===== config.mk =====
export PLATFORM = sky130hd
export DESIGN_NAME = nv_shadow_ctrl
export DESIGN_NICKNAME = d
export VERILOG_FILES = /design/src/rtl/nvs_pkg.sv /design/src/rtl/nvs_cycle_timer.sv /design/src/rtl/nvs_dirty_track.sv /design/src/rtl/nvs_access_gate.sv /design/src/rtl/nvs_seq.sv /design/src/rtl/nv_shadow_ctrl.sv
export SDC_FILE = /design/constraint.sdc
export NUM_CORES = 1
export LEC_CHECK = 0
export BUFFER_PORTS_ARGS = -buffer_cell sky130_fd_sc_hd__buf_4
export CORE_UTILIZATION = 57
export DETAILED_ROUTE_END_ITERATION = 16
export GPL_TIMING_DRIVEN = 0
export HOLD_SLACK_MARGIN = 0.1
export PLACE_DENSITY = 0.81
export SLEW_MARGIN = 0
export SYNTH_ARGS = -nofsm -noshare
export SYNTH_HDL_FRONTEND = slang
export SYNTH_SLANG_ARGS = --single-unit

===== constraint.sdc =====
create_clock -name clk -period 4.7 [get_ports clk]
set_input_delay 0.47 -clock clk [delete_from_list [all_inputs] [get_ports clk]]
set_output_delay 0.47 -clock clk [all_outputs]
set_load 0.02 [all_outputs]

===== src/rtl/nvs_pkg.sv =====
// Package: shared state encoding for the nonvolatile transfer controller.
// Assumes: nothing beyond the enum below.
package nvs_pkg;

    typedef enum logic [2:0] {
        NVS_OFF    = 3'd0,  // supply below threshold, array inaccessible
        NVS_RUN    = 3'd1,  // normal RAM access
        NVS_GRACE  = 3'd2,  // line request seen, in-flight access finishing
        NVS_STORE  = 3'd3,  // array -> shadow copy
        NVS_RECALL = 3'd4   // shadow -> array copy
    } nvs_state_t;

    // True for the two states in which the copy engine runs.
    function automatic logic nvs_is_xfer(input nvs_state_t s);
        return (s == NVS_STORE) || (s == NVS_RECALL);
    endfunction

endpackage


===== src/rtl/nvs_cycle_timer.sv =====
// Module: down-counter that times one controller state.
// Assumes: load_val >= 1. After a load of N, the counter holds N, N-1 .. 1,
// so 'last' is high in the N-th cycle after the load edge. Once at 1 it holds.
module nvs_cycle_timer #(
    parameter int CW = 4
) (
    input  logic          clk,
    input  logic          rst_n,
    input  logic          load,
    input  logic [CW-1:0] load_val,
    output logic          last
);

    logic [CW-1:0] cnt_q;

    // Count down toward 1, or reload on request.
    always_ff @(posedge clk) begin
        if (!rst_n) begin
            cnt_q <= CW'(1);
        end else if (load) begin
            cnt_q <= load_val;
        end else if (cnt_q > CW'(1)) begin
            cnt_q <= cnt_q - CW'(1);
        end
    end

    assign last = (cnt_q == CW'(1));

endmodule


===== src/rtl/nvs_dirty_track.sv =====
// Module: keeps the "written since last transfer" flag.
// Assumes: a set and a clear never arrive in the same cycle, because writes
// are blocked during transfers. The clear is still given priority.
module nvs_dirty_track (
    input  logic clk,
    input  logic rst_n,
    input  logic wr_fire,    // a write was granted this cycle
    input  logic xfer_done,  // a store or recall finishes this cycle
    output logic dirty_now   // flag including this cycle's write
);

    logic dirty_q;

    // Set on granted writes, clear on transfer completion.
    always_ff @(posedge clk) begin
        if (!rst_n) begin
            dirty_q <= 1'b0;
        end else if (xfer_done) begin
            dirty_q <= 1'b0;
        end else if (wr_fire) begin
            dirty_q <= 1'b1;
        end
    end

    assign dirty_now = dirty_q | wr_fire;

endmodule


===== src/rtl/nvs_access_gate.sv =====
// Module: gates RAM read and write enables from controller state and request line.
// Assumes: a write is a level request held for as many cycles as it needs.
// A write counts as in flight if it was granted in the previous cycle.
module nvs_access_gate
    import nvs_pkg::*;
(
    input  logic       clk,
    input  logic       rst_n,
    input  nvs_state_t state,
    input  logic       supply_ok,
    input  logic       hw_req_n,
    input  logic       rd_req,
    input  logic       wr_req,
    output logic       rd_en,
    output logic       wr_en
);

    logic open_q;   // previous cycle's write was granted
    logic access_ok;
    logic wr_allow;

    // Access is only possible with good supply in the normal or grace state.
    always_comb begin
        access_ok = supply_ok && ((state == NVS_RUN) || (state == NVS_GRACE));
    end

    // With the line low, only a write already under way may continue.
    always_comb begin
        wr_allow = hw_req_n || open_q;
    end

    assign rd_en = rd_req && access_ok;
    assign wr_en = wr_req && access_ok && wr_allow;

    // Remember whether a write is in progress.
    always_ff @(posedge clk) begin
        if (!rst_n) begin
            open_q <= 1'b0;
        end else begin
            open_q <= wr_en;
        end
    end

endmodule


===== src/rtl/nvs_seq.sv =====
// Module: state sequencer that chooses between store, recall, grace and idle.
// Assumes: the cycle counts fit in CW bits and are at least 1. Command pulses
// are accepted only in the normal state. The mode commands are accepted at any time.
module nvs_seq
    import nvs_pkg::*;
#(
    parameter int CW            = 4,
    parameter int GRACE_CYCLES  = 4,
    parameter int STORE_CYCLES  = 6,
    parameter int RECALL_CYCLES = 5
) (
    input  logic          clk,
    input  logic          rst_n,
    input  logic          supply_ok,
    input  logic          hw_req_n,
    input  logic          sw_store,
    input  logic          sw_recall,
    input  logic          sw_auto_off,
    input  logic          sw_auto_on,
    input  logic          dirty_now,
    input  logic          tmr_last,
    output nvs_state_t    state,
    output logic          tmr_load,
    output logic [CW-1:0] tmr_val,
    output logic          xfer_done,
    output logic          nv_go,
    output logic          nv_dir,
    output logic          busy_pull
);

    localparam logic [CW-1:0] GRACE_LD  = CW'(GRACE_CYCLES);
    localparam logic [CW-1:0] STORE_LD  = CW'(STORE_CYCLES);
    localparam logic [CW-1:0] RECALL_LD = CW'(RECALL_CYCLES);

    nvs_state_t state_q, state_d;
    logic       auto_q;     // power-fail store enabled
    logic       arm_q;      // line has been high since the last line request
    logic       go_q, dir_q;
    logic       pf_store;   // power-fail store would do work
    logic       entering;   // a transition into a timed state

    // Power-fail store needs the mode enabled and something written.
    always_comb begin
        pf_store = auto_q && dirty_now;
    end

    // Next-state choice, in priority order for the normal state.
    always_comb begin
        state_d   = state_q;
        xfer_done = 1'b0;
        unique case (state_q)
            NVS_OFF: begin
                if (supply_ok) state_d = NVS_RECALL;
            end
            NVS_RUN: begin
                if (!supply_ok)                state_d = pf_store ? NVS_STORE : NVS_OFF;
                else if (sw_store)             state_d = NVS_STORE;
                else if (sw_recall)            state_d = NVS_RECALL;
                else if (!hw_req_n && arm_q)   state_d = NVS_GRACE;
            end
            NVS_GRACE: begin
                if (!supply_ok)                state_d = pf_store ? NVS_STORE : NVS_OFF;
                else if (tmr_last)             state_d = dirty_now ? NVS_STORE : NVS_RUN;
            end
            NVS_STORE, NVS_RECALL: begin
                if (tmr_last) begin
                    xfer_done = 1'b1;
                    state_d   = supply_ok ? NVS_RUN : NVS_OFF;
                end
            end
            default: state_d = NVS_OFF;
        endcase
    end

    // Load the timer with the length of the state being entered.
    always_comb begin
        entering = (state_d != state_q);
        tmr_load = 1'b0;
        tmr_val  = GRACE_LD;
        if (entering) begin
            unique case (state_d)
                NVS_GRACE:  begin tmr_load = 1'b1; tmr_val = GRACE_LD;  end
                NVS_STORE:  begin tmr_load = 1'b1; tmr_val = STORE_LD;  end
                NVS_RECALL: begin tmr_load = 1'b1; tmr_val = RECALL_LD; end
                default:    begin tmr_load = 1'b0; tmr_val = GRACE_LD;  end
            endcase
        end
    end

    // State register.
    always_ff @(posedge clk) begin
        if (!rst_n) state_q <= NVS_OFF;
        else        state_q <= state_d;
    end

    // Auto-store mode flag, disable wins over enable.
    always_ff @(posedge clk) begin
        if (!rst_n)           auto_q <= 1'b1;
        else if (sw_auto_off) auto_q <= 1'b0;
        else if (sw_auto_on)  auto_q <= 1'b1;
    end

    // One line request per low period: re-armed only by a high line.
    always_ff @(posedge clk) begin
        if (!rst_n)                                       arm_q <= 1'b0;
        else if (hw_req_n)                                arm_q <= 1'b1;
        else if (state_q == NVS_RUN && state_d == NVS_GRACE) arm_q <= 1'b0;
    end

    // Start pulse and direction for the copy engine.
    always_ff @(posedge clk) begin
        if (!rst_n) begin
            go_q  <= 1'b0;
            dir_q <= 1'b0;
        end else begin
            go_q <= entering && nvs_is_xfer(state_d);
            if (entering && nvs_is_xfer(state_d)) dir_q <= (state_d == NVS_STORE);
        end
    end

    assign state     = state_q;
    assign nv_go     = go_q;
    assign nv_dir    = dir_q;
    assign busy_pull = (state_q == NVS_STORE);

endmodule


===== src/rtl/nv_shadow_ctrl.sv =====
// Module: top of the nonvolatile store/recall controller.
// Assumes: all inputs are synchronous to clk. hw_req_n is the sensed level of
// the shared line, and busy_pull drives that line's open-drain pull-down.
module nv_shadow_ctrl
    import nvs_pkg::*;
#(
    parameter int GRACE_CYCLES  = 4,
    parameter int STORE_CYCLES  = 6,
    parameter int RECALL_CYCLES = 5
) (
    input  logic clk,
    input  logic rst_n,
    input  logic supply_ok,
    input  logic hw_req_n,
    input  logic sw_store,
    input  logic sw_recall,
    input  logic sw_auto_off,
    input  logic sw_auto_on,
    input  logic rd_req,
    input  logic wr_req,
    output logic rd_en,
    output logic wr_en,
    output logic busy_pull,
    output logic nv_go,
    output logic nv_dir
);

    localparam int MAX_AB = (GRACE_CYCLES > STORE_CYCLES) ? GRACE_CYCLES : STORE_CYCLES;
    localparam int MAX_C  = (MAX_AB > RECALL_CYCLES) ? MAX_AB : RECALL_CYCLES;
    localparam int CW     = $clog2(MAX_C + 1);

    nvs_state_t    state;
    logic          tmr_load, tmr_last, xfer_done, dirty_now;
    logic [CW-1:0] tmr_val;

    nvs_seq #(
        .CW(CW), .GRACE_CYCLES(GRACE_CYCLES),
        .STORE_CYCLES(STORE_CYCLES), .RECALL_CYCLES(RECALL_CYCLES)
    ) u_seq (
        .clk(clk), .rst_n(rst_n), .supply_ok(supply_ok), .hw_req_n(hw_req_n),
        .sw_store(sw_store), .sw_recall(sw_recall),
        .sw_auto_off(sw_auto_off), .sw_auto_on(sw_auto_on),
        .dirty_now(dirty_now), .tmr_last(tmr_last), .state(state),
        .tmr_load(tmr_load), .tmr_val(tmr_val), .xfer_done(xfer_done),
        .nv_go(nv_go), .nv_dir(nv_dir), .busy_pull(busy_pull)
    );

    nvs_cycle_timer #(.CW(CW)) u_tmr (
        .clk(clk), .rst_n(rst_n), .load(tmr_load), .load_val(tmr_val), .last(tmr_last)
    );

    nvs_dirty_track u_dirty (
        .clk(clk), .rst_n(rst_n), .wr_fire(wr_en), .xfer_done(xfer_done), .dirty_now(dirty_now)
    );

    nvs_access_gate u_gate (
        .clk(clk), .rst_n(rst_n), .state(state), .supply_ok(supply_ok), .hw_req_n(hw_req_n),
        .rd_req(rd_req), .wr_req(wr_req), .rd_en(rd_en), .wr_en(wr_en)
    );

endmodule


==> run_results.csv, run 1 <==
group,metric,value,unit
synth,ys_warn_count,0,
timing,min_period_over_period,41.5,%
synth,synth_area,825,um^2
routing,dr.pass1.iters,4,
place,port_buffers,13,
grt,grt_pass1_vias,668,
power_and_ir_drop,leakage,0.406,nW
synth,ys_seq_elements,12,
clock_network,cts_sinks,12,
critical_path,ff2ff_path_depth,9,
timing,rsz0062_at_grt,"false",
die,rows,13,
finish,final_cell_mix,"buf_4, dfxtp_1, nand2_1",
critical_path,critical_path.cell_chain,"buf_4, xnor2_1, nor3_1, buf_4",
synth,synth_area_per_cell,8.25,um^2
critical_path,r2r_start,"u_tmr.cnt_q[1]",
routing,wl,1800,um
synth,synth_top_area_share,29.1,%
routing,vias,808,
place,pre_cts_ws,2.79,ns
grt,antenna_found_initial,0,
clock_network,post_cts_buffers,0,
timing,fmax,0.512,GHz
synth,syn_inst,100,
place,finalWeightedCongestion,0.818,
routing,first_iter_violations,21,
critical_path,worst-setup-path-type,"flip-flop to output pin",
clock_network,cts_buffers,3,
timing,hold_viol,0,
synth,ys_seq_area_share,29.1,%
min_path,min_path_type,"input port to flip-flop",
outcome,status,"finished clean",
power_and_ir_drop,comb_power_share,44.2,%
timing,tightest_slew,0.336,ns
timing,finalSetupViolations,0,
critical_path,slowest_stage,"dfxtp_1",
power_and_ir_drop,internal_power,0.000237,W
finish,antenna_cells,0,
grt,grt_max_degree,11,
place,post-dp-hpwl,1390,um
die,core-area,1320,um^2
min_path,min_to,"u_seq.auto_q",
critical_path,crit_arrival,1.48,ns
synth,yosysUniqueCellTypes,43,
finish,layout_commonest_cell,"buf_4",
finish,fillers,98,
finish,multiInputGateArea,523,um^2
power_and_ir_drop,fin_total_pwr,0.000378,W
die,die_area,1600,um^2
critical_path,cp-start-kind,"flip-flop",
finish,final_nets,130,
job,cap_violations,0,
timing,slew_violations,0,
die,ios,15,
clock_network,clk_pin_slew,0.08,ns
synth,synthTopCellsByArea,"dfxtp_1, a21oi_1, nand2b_1",
routing,routedWlPerCell,13.6,um
critical_path,slowest_delay,0.40,ns
synth,syn_nets,112,
min_path,min_path_cells,2,
timing,setup_tns,0,ns
power_and_ir_drop,clockPowerShare,22.1,%
clock_network,cts_tree,"done",
die,die_y,40.0,um
power_and_ir_drop,switching_power,0.000141,W
clock_network,clock_path_buffers,2,
synth,synth.largest_area_cell,"dfxtp_1",
clock_network,hold_buffers,0,
timing,worst_slew_margin_rel,77.6,%
die,chipWidth,40.0,um
clock_network,clock_latency,0.28,ns
timing,finClkSkew,0.00409,ns
critical_path,cp-end-kind,"output pin",
finish,drive_above_1_share,27.4,%
power_and_ir_drop,powerDensity,387,nW/um^2
power_and_ir_drop,pwr-share-seq,33.8,%
clock_network,h-tree-depth,1,
grt,overflow,0,
grt,grt_pass1_wl,2790,um
grt,grt_util_all_layers,26.7,%
finish,seqCellArea,240,um^2
timing,setup_slack,2.75,ns
clock_network,cts.repair.resized,0,
power_and_ir_drop,switching_share,37.3,%
clock_network,clock-root-buffer,"clkbuf_4",
critical_path,crit_path_max_fanout,10,
routing,final_antenna_net_count,0,
finish,syn_to_final_growth,18.5,%
routing,vias_per_cell,6.12,
timing,finalCriticalPeriod,1.95,ns
critical_path,cp.buffers_inverters,2,
critical_path,cp_common_cell,"buf_4",
power_and_ir_drop,vdd_drop_max,0.298,mV
critical_path,reg2reg_to,"u_tmr.cnt_q[1]",
die,initial_core_util,62.6,%
critical_path,required,4.23,ns
critical_path,critical_path.top_delay_family,"flip-flops",
min_path,hold_start,"sw_auto_off",
critical_path,rrSetupSlack,2.77,ns
routing,drcViolationCount,0,
## kinds of logic (layout without fill, tap and decap cells)
family,Yosys count,count (layout),share of synthesized area (%)
simple gates,39,39,26.1
compound gates,33,33,31.9
flops,12,12,29.1
buf+inv,12,29,7.43
fa+ha+maj,2,2,3.03
xor+xnor,1,1,1.06
mux,1,1,1.37
## routing by layer
layer	track usage [%]	up-vias	part of all wire, %
li1	-	394	-
met1	31.9	380	45
met2	42.3	27	48
met3	5.00	7	3.7
met4	19.0	0	2.8
met5	0	-	0
## power by group through the flow
stage               registers [W]  clock network, W  logic [W]
global route             0.000129         0.0000907   0.000183
CTS                      0.000127         0.0000852   0.000167
global placement         0.000129                 0   0.000162
finish                   0.000128         0.0000834   0.000167
floorplan                0.000128                 0   0.000133
detailed placement       0.000130                 0   0.000166
## worst max-delay path by stage
stage	cells past startpoint	from	to
6_report	4	u_seq.state[1]	wr_en
5_1_grt	8	u_tmr.cnt_q[0]	u_tmr.cnt_q[0]
4_1_cts	4	u_seq.state[1]	wr_en
3_5_place_dp	9	u_tmr.cnt_q[1]	u_tmr.cnt_q[1]
3_3_place_gp	8	u_tmr.cnt_q[0]	u_tmr.cnt_q[1]
2_1_floorplan	3	supply_ok	wr_en
## synthesized netlist by cell type
| master | n |
|---|---|
| dfxtp_1 | 12 |
| nand2_1 | 11 |
| a21oi_1 | 10 |
| nand2b_1 | 7 |
| nor2_1 | 7 |
| inv_1 | 6 |
| o21ai_0 | 3 |
| buf_4 | 2 |
| clkinv_1 | 2 |
| ha_1 | 2 |
| nand3b_1 | 2 |
| nor2b_1 | 2 |
| nor3b_1 | 2 |
| o2111ai_1 | 2 |
| o211ai_1 | 2 |
| a211o_1 | 1 |
| a211oi_1 | 1 |
| a21boi_1 | 1 |
| a21o_1 | 1 |
| a21oi_2 | 1 |
| a221oi_2 | 1 |
| a22o_1 | 1 |
| a31oi_1 | 1 |
| a31oi_2 | 1 |
| and3b_1 | 1 |
| buf_2 | 1 |
| buf_6 | 1 |
| mux2_2 | 1 |
| nand2_2 | 1 |
| nand2b_4 | 1 |
| nand4_1 | 1 |
| nor3_1 | 1 |
| nor4_1 | 1 |
| nor4b_1 | 1 |
| o211ai_2 | 1 |
| o21ai_1 | 1 |
| o221a_2 | 1 |
| o221ai_4 | 1 |
| o31a_1 | 1 |
| o31ai_1 | 1 |
| o32a_2 | 1 |
| or2_2 | 1 |
| xnor2_1 | 1 |
## state kept, by name, summed over array words and instances (netlist names)
register / cells
u_seq.state: 3
u_seq.auto_q: 1
u_seq.nv_dir: 1
u_seq.arm_q: 1
u_seq.nv_go: 1
u_dirty.dirty_q: 1
u_tmr.cnt_q: 3
u_gate.open_q: 1
## through the flow
step	instance area (um^2)	hold WS, ns	util, %	cells
detailed placement	941	0.458	71.4	128
global route	977	0.373	74.2	132
finish	977	0.371	74.2	132
global placement	941	0.449	71.4	128
CTS	977	0.372	74.2	132
floorplan	825	0.457	-	100
## worst reg2reg max path: cells and delay by family, from the launching register on
family	cells	cell delay, ns
simple gates	3	0.32
buf+inv	2	0.22
compound gates	3	0.76
flops	1	0.32
fa+ha+maj	1	0.23
## layout make-up
type / instances / share of cell area [%]
well taps: 15 / 1.92
multi-input cells: 76 / 53.5
clock buffers: 4 / 3.71
plain buffers: 4 / 3.20
repair buffers: 13 / 9.99
inverters: 8 / 3.07
flip-flops and latches: 12 / 24.6
No activity file was read; power rests on OpenSTA's default activity.
==> inputs of run 2 (changes only) <==
--- a/config.mk
+++ b/config.mk
@@ -5,12 +5,13 @@
 export SDC_FILE = /design/constraint.sdc
 export NUM_CORES = 1
 export LEC_CHECK = 0
+export ABC_AREA = 1
 export BUFFER_PORTS_ARGS = -buffer_cell sky130_fd_sc_hd__buf_4
-export CORE_UTILIZATION = 57
+export CORE_UTILIZATION = 53
 export DETAILED_ROUTE_END_ITERATION = 16
 export GPL_TIMING_DRIVEN = 0
 export HOLD_SLACK_MARGIN = 0.1
-export PLACE_DENSITY = 0.81
+export PLACE_DENSITY = 0.76
 export SLEW_MARGIN = 0
 export SYNTH_ARGS = -nofsm -noshare
 export SYNTH_HDL_FRONTEND = slang
==> constraint.sdc (replaced) <==
create_clock -name clk -period 2 [get_ports clk]
set_input_delay 0.2 -clock clk [delete_from_list [all_inputs] [get_ports clk]]
set_output_delay 0.2 -clock clk [all_outputs]
set_load 0.02 [all_outputs]
==> run 2 against run 1 <==
First-iteration DRC count is 24% lower. Total power grew to 2.6 times the previous value. Sequential power is 140% higher. Final area is 4.4% higher. Clock skew is 0.0026 ns lower. Clock power is 140% higher. Non-clock buffer count is 1 lower. Global-route usage is 4.0 points lower. Utilization is 0.46 points higher. Cell count is 21% higher. Clock-buffer cell count stayed put. Combinational power grew to 2.9 times the previous value. Largest power group unchanged.
==> run_results.csv, run 2 <==
group,metric,value,unit
critical_path,required,2.18,ns
finish,final_cell_mix,"nand2_1, inv_1, buf_4",
routing,vias,857,
grt,grt_max_degree,10,
clock_network,h-tree-depth,1,
timing,finalCriticalPeriod,1.79,ns
synth,syn_nets,138,
critical_path,critPathLaunch,"u_tmr.cnt_q[1]",
grt,use_met3,4.79,%
die,core-area,1370,um^2
synth,ys.flop_type,"dfxtp_1",
synth,async_reset_ff_share,0,%
synth,synth.largest_area_cell,"dfxtp_1",
power_and_ir_drop,powerDensity,979,nW/um^2
routing,first_iter_violations,16,
grt,grt_pass1_wl,2480,um
clock_network,cts_sinks,12,
clock_network,clock-root-buffer,"clkbuf_4",
finish,antenna_cells,0,
finish,post-route-util,74.6,%
timing,finalSetupViolations,0,
synth,synth_area_per_cell,6.52,um^2
grt,overflow,0,
grt,use_met2,39.8,%
die,ios,15,
critical_path,cp-end-kind,"flip-flop",
routing,wl,1820,um
grt,grt_use_met1,27.4,%
grt,antenna_found_initial,0,
clock_network,clk_pin_slew,0.08,ns
finish,instances_no_fill,160,
finish,final_nets,158,
synth,synthTopCellsByArea,"dfxtp_1, nand2_1, inv_1",
synth,synth_top_area_share,29.2,%
critical_path,crit_path_max_fanout,5,
die,rows,13,
routing,routedWlPerCell,11.4,um
grt,grt_util_all_layers,22.7,%
timing,fmax,0.558,GHz
finish,layout_commonest_cell,"nand2_1",
synth,yosysMostFrequentCell,"nand2_1",
grt,grt_pass1_vias,639,
power_and_ir_drop,fin_total_pwr,0.000999,W
timing,rsz0062_at_grt,"false",
job,cap_violations,0,
synth,ys_warn_count,0,
min_path,min_path_type,"input port to flip-flop",
finish,syn_to_final_growth,24.0,%
routing,final_antenna_net_count,0,
clock_network,cts_tree,"done",
die,die_y,41.4,um
finish,drive_above_1_share,31.7,%
critical_path,ff2ff_path_depth,17,
finish,fillers,131,
critical_path,crit_arrival,1.98,ns
timing,hold_viol,0,
timing,worst_slew_margin_rel,79.8,%
critical_path,worst-setup-path-type,"flip-flop to flip-flop",
clock_network,clock_path_buffers,2,
grt,top_usage_layer,"met2",
synth,synth_area,822,um^2
routing,dr.pass1.iters,4,
synth,syn_inst,126,
die,initial_core_util,60.2,%
place,finalWeightedCongestion,0.789,
synth,synth_common_cells,"nand2_1, inv_1, dfxtp_1, nand3_1, nor2_1",
place,port_buffers,13,
synth,synth_edf_count,0,
outcome,status,"finished clean",
timing,finClkSkew,0.00147,ns
critical_path,r2r_start,"u_tmr.cnt_q[1]",
critical_path,crit_end,"u_tmr.cnt_q[1]",
timing,slew_violations,0,
timing,setup_tns,0,ns
timing,holdWs,0.103,ns
timing,min_period_over_period,89.6,%
critical_path,rrSetupSlack,0.21,ns
critical_path,cp-start-kind,"flip-flop",
synth,ys_seq_elements,12,
place,post-dp-hpwl,1370,um
synth,yosysUniqueCellTypes,25,
synth,ys_seq_area_share,29.2,%
power_and_ir_drop,leakage,0.549,nW
timing,tightest_slew,0.303,ns
clock_network,cts_buffers,3,
clock_network,clock_latency,0.28,ns
power_and_ir_drop,vdd_drop_max,0.728,mV
clock_network,hold_buffers,0,
die,chipWidth,41.4,um
routing,drcViolationCount,0,
die,die_area,1710,um^2
critical_path,reg2reg_to,"u_tmr.cnt_q[1]",
routing,vias_per_cell,5.36,
place,placedCellCount,154,
run 2: changes by cell type in the layout (fill, tap and decap cells not counted), moves of 4 or more:
cell / delta
nand3_2: +6
nand3_1: +12
nor2_1: +5
inv_2: +5
nand2b_1: -7
nand2_2: +6
a21oi_1: -4
nand2_1: +16
inv_1: +14
run 2: power breakdown:
part / leakage [nW] / switching [W] / internal, W
Clock: 0.0210 / 0.0000935 / 0.000111
Sequential: 0.0993 / 0.0000333 / 0.000276
Combinational: 0.428 / 0.000275 / 0.000210
run 2: kinds of logic (layout without fill, tap and decap cells):
| family | Yosys count | count (layout) | share of synthesized area (%) |
|---|---|---|---|
| AND/OR/NAND/NOR | 70 | 70 | 43.4 |
| buffers and inverters | 27 | 46 | 12.5 |
| AO/OA/AOI/OAI | 14 | 14 | 10.8 |
| flip-flops | 12 | 12 | 29.2 |
| adder cells (fa/ha/maj) | 2 | 2 | 3.04 |
| XOR/XNOR | 1 | 1 | 1.07 |
run 2: worst max-delay path: stages, from the launching register on:
cell     delay [ns]
dfxtp_2        0.33
inv_2          0.07
ha_2           0.19
inv_1          0.06
nor2_4         0.12
nand2_1        0.06
nand2_1        0.05
nand2_1        0.04
nand2_1        0.07
inv_2          0.04
nand2_2        0.07
nand2_1        0.05
nand2_1        0.13
inv_2          0.06
nand4_4        0.09
nand2_4        0.07
a21oi_1        0.12
nor2_1         0.05
run 2: worst min path at each step:
stage	slack [ns]	endpoint	start	cells after the start
floorplan	0.28	u_seq.auto_q	rst_n	1
global placement	0.41	u_seq.auto_q	sw_auto_off	2
detailed placement	0.41	u_seq.auto_q	sw_auto_off	2
CTS	0.10	u_seq.auto_q	sw_auto_off	2
global route	0.10	u_seq.auto_q	sw_auto_off	2
finish	0.10	u_seq.auto_q	sw_auto_off	2
run 2: layout make-up:
class                           count  area, um^2  area share [%]
Multi-Input combinational cell     87         507            49.7
Sequential cell                    12         243            23.8
Timing Repair Buffer               15         113            11.0
Inverter                           26        97.6            9.57
Clock buffer                        4        36.3            3.56
Tap cell                           15        18.8            1.84
Buffer                              1        5.00           0.491
run 2: metal layers:
| layer | routed length [um] | share of wire [%] |
|---|---|---|
| met5 | 0 | 0 |
| met4 | 19 | 1.0 |
| met3 | 71 | 3.9 |
| met2 | 864 | 47 |
| met1 | 866 | 48 |
run 2: repair_timing:
action	4_1_cts	5_1_grt
hold endpoints to repair	0	0
endpoints found under the setup margin	0	3
gates resized for setup	0	9
setup buffers	0	2
run 2: metrics by stage:
| step | instance area, um^2 | setup WS (ns) |
|---|---|---|
| 2_1_floorplan | 822 | 0.331 |
| 3_3_place_gp | 938 | 0.160 |
| 3_5_place_dp | 938 | 0.131 |
| 4_1_cts | 975 | 0.108 |
| 5_1_grt | 1020 | 0.0123 |
| 6_report | 1020 | 0.207 |
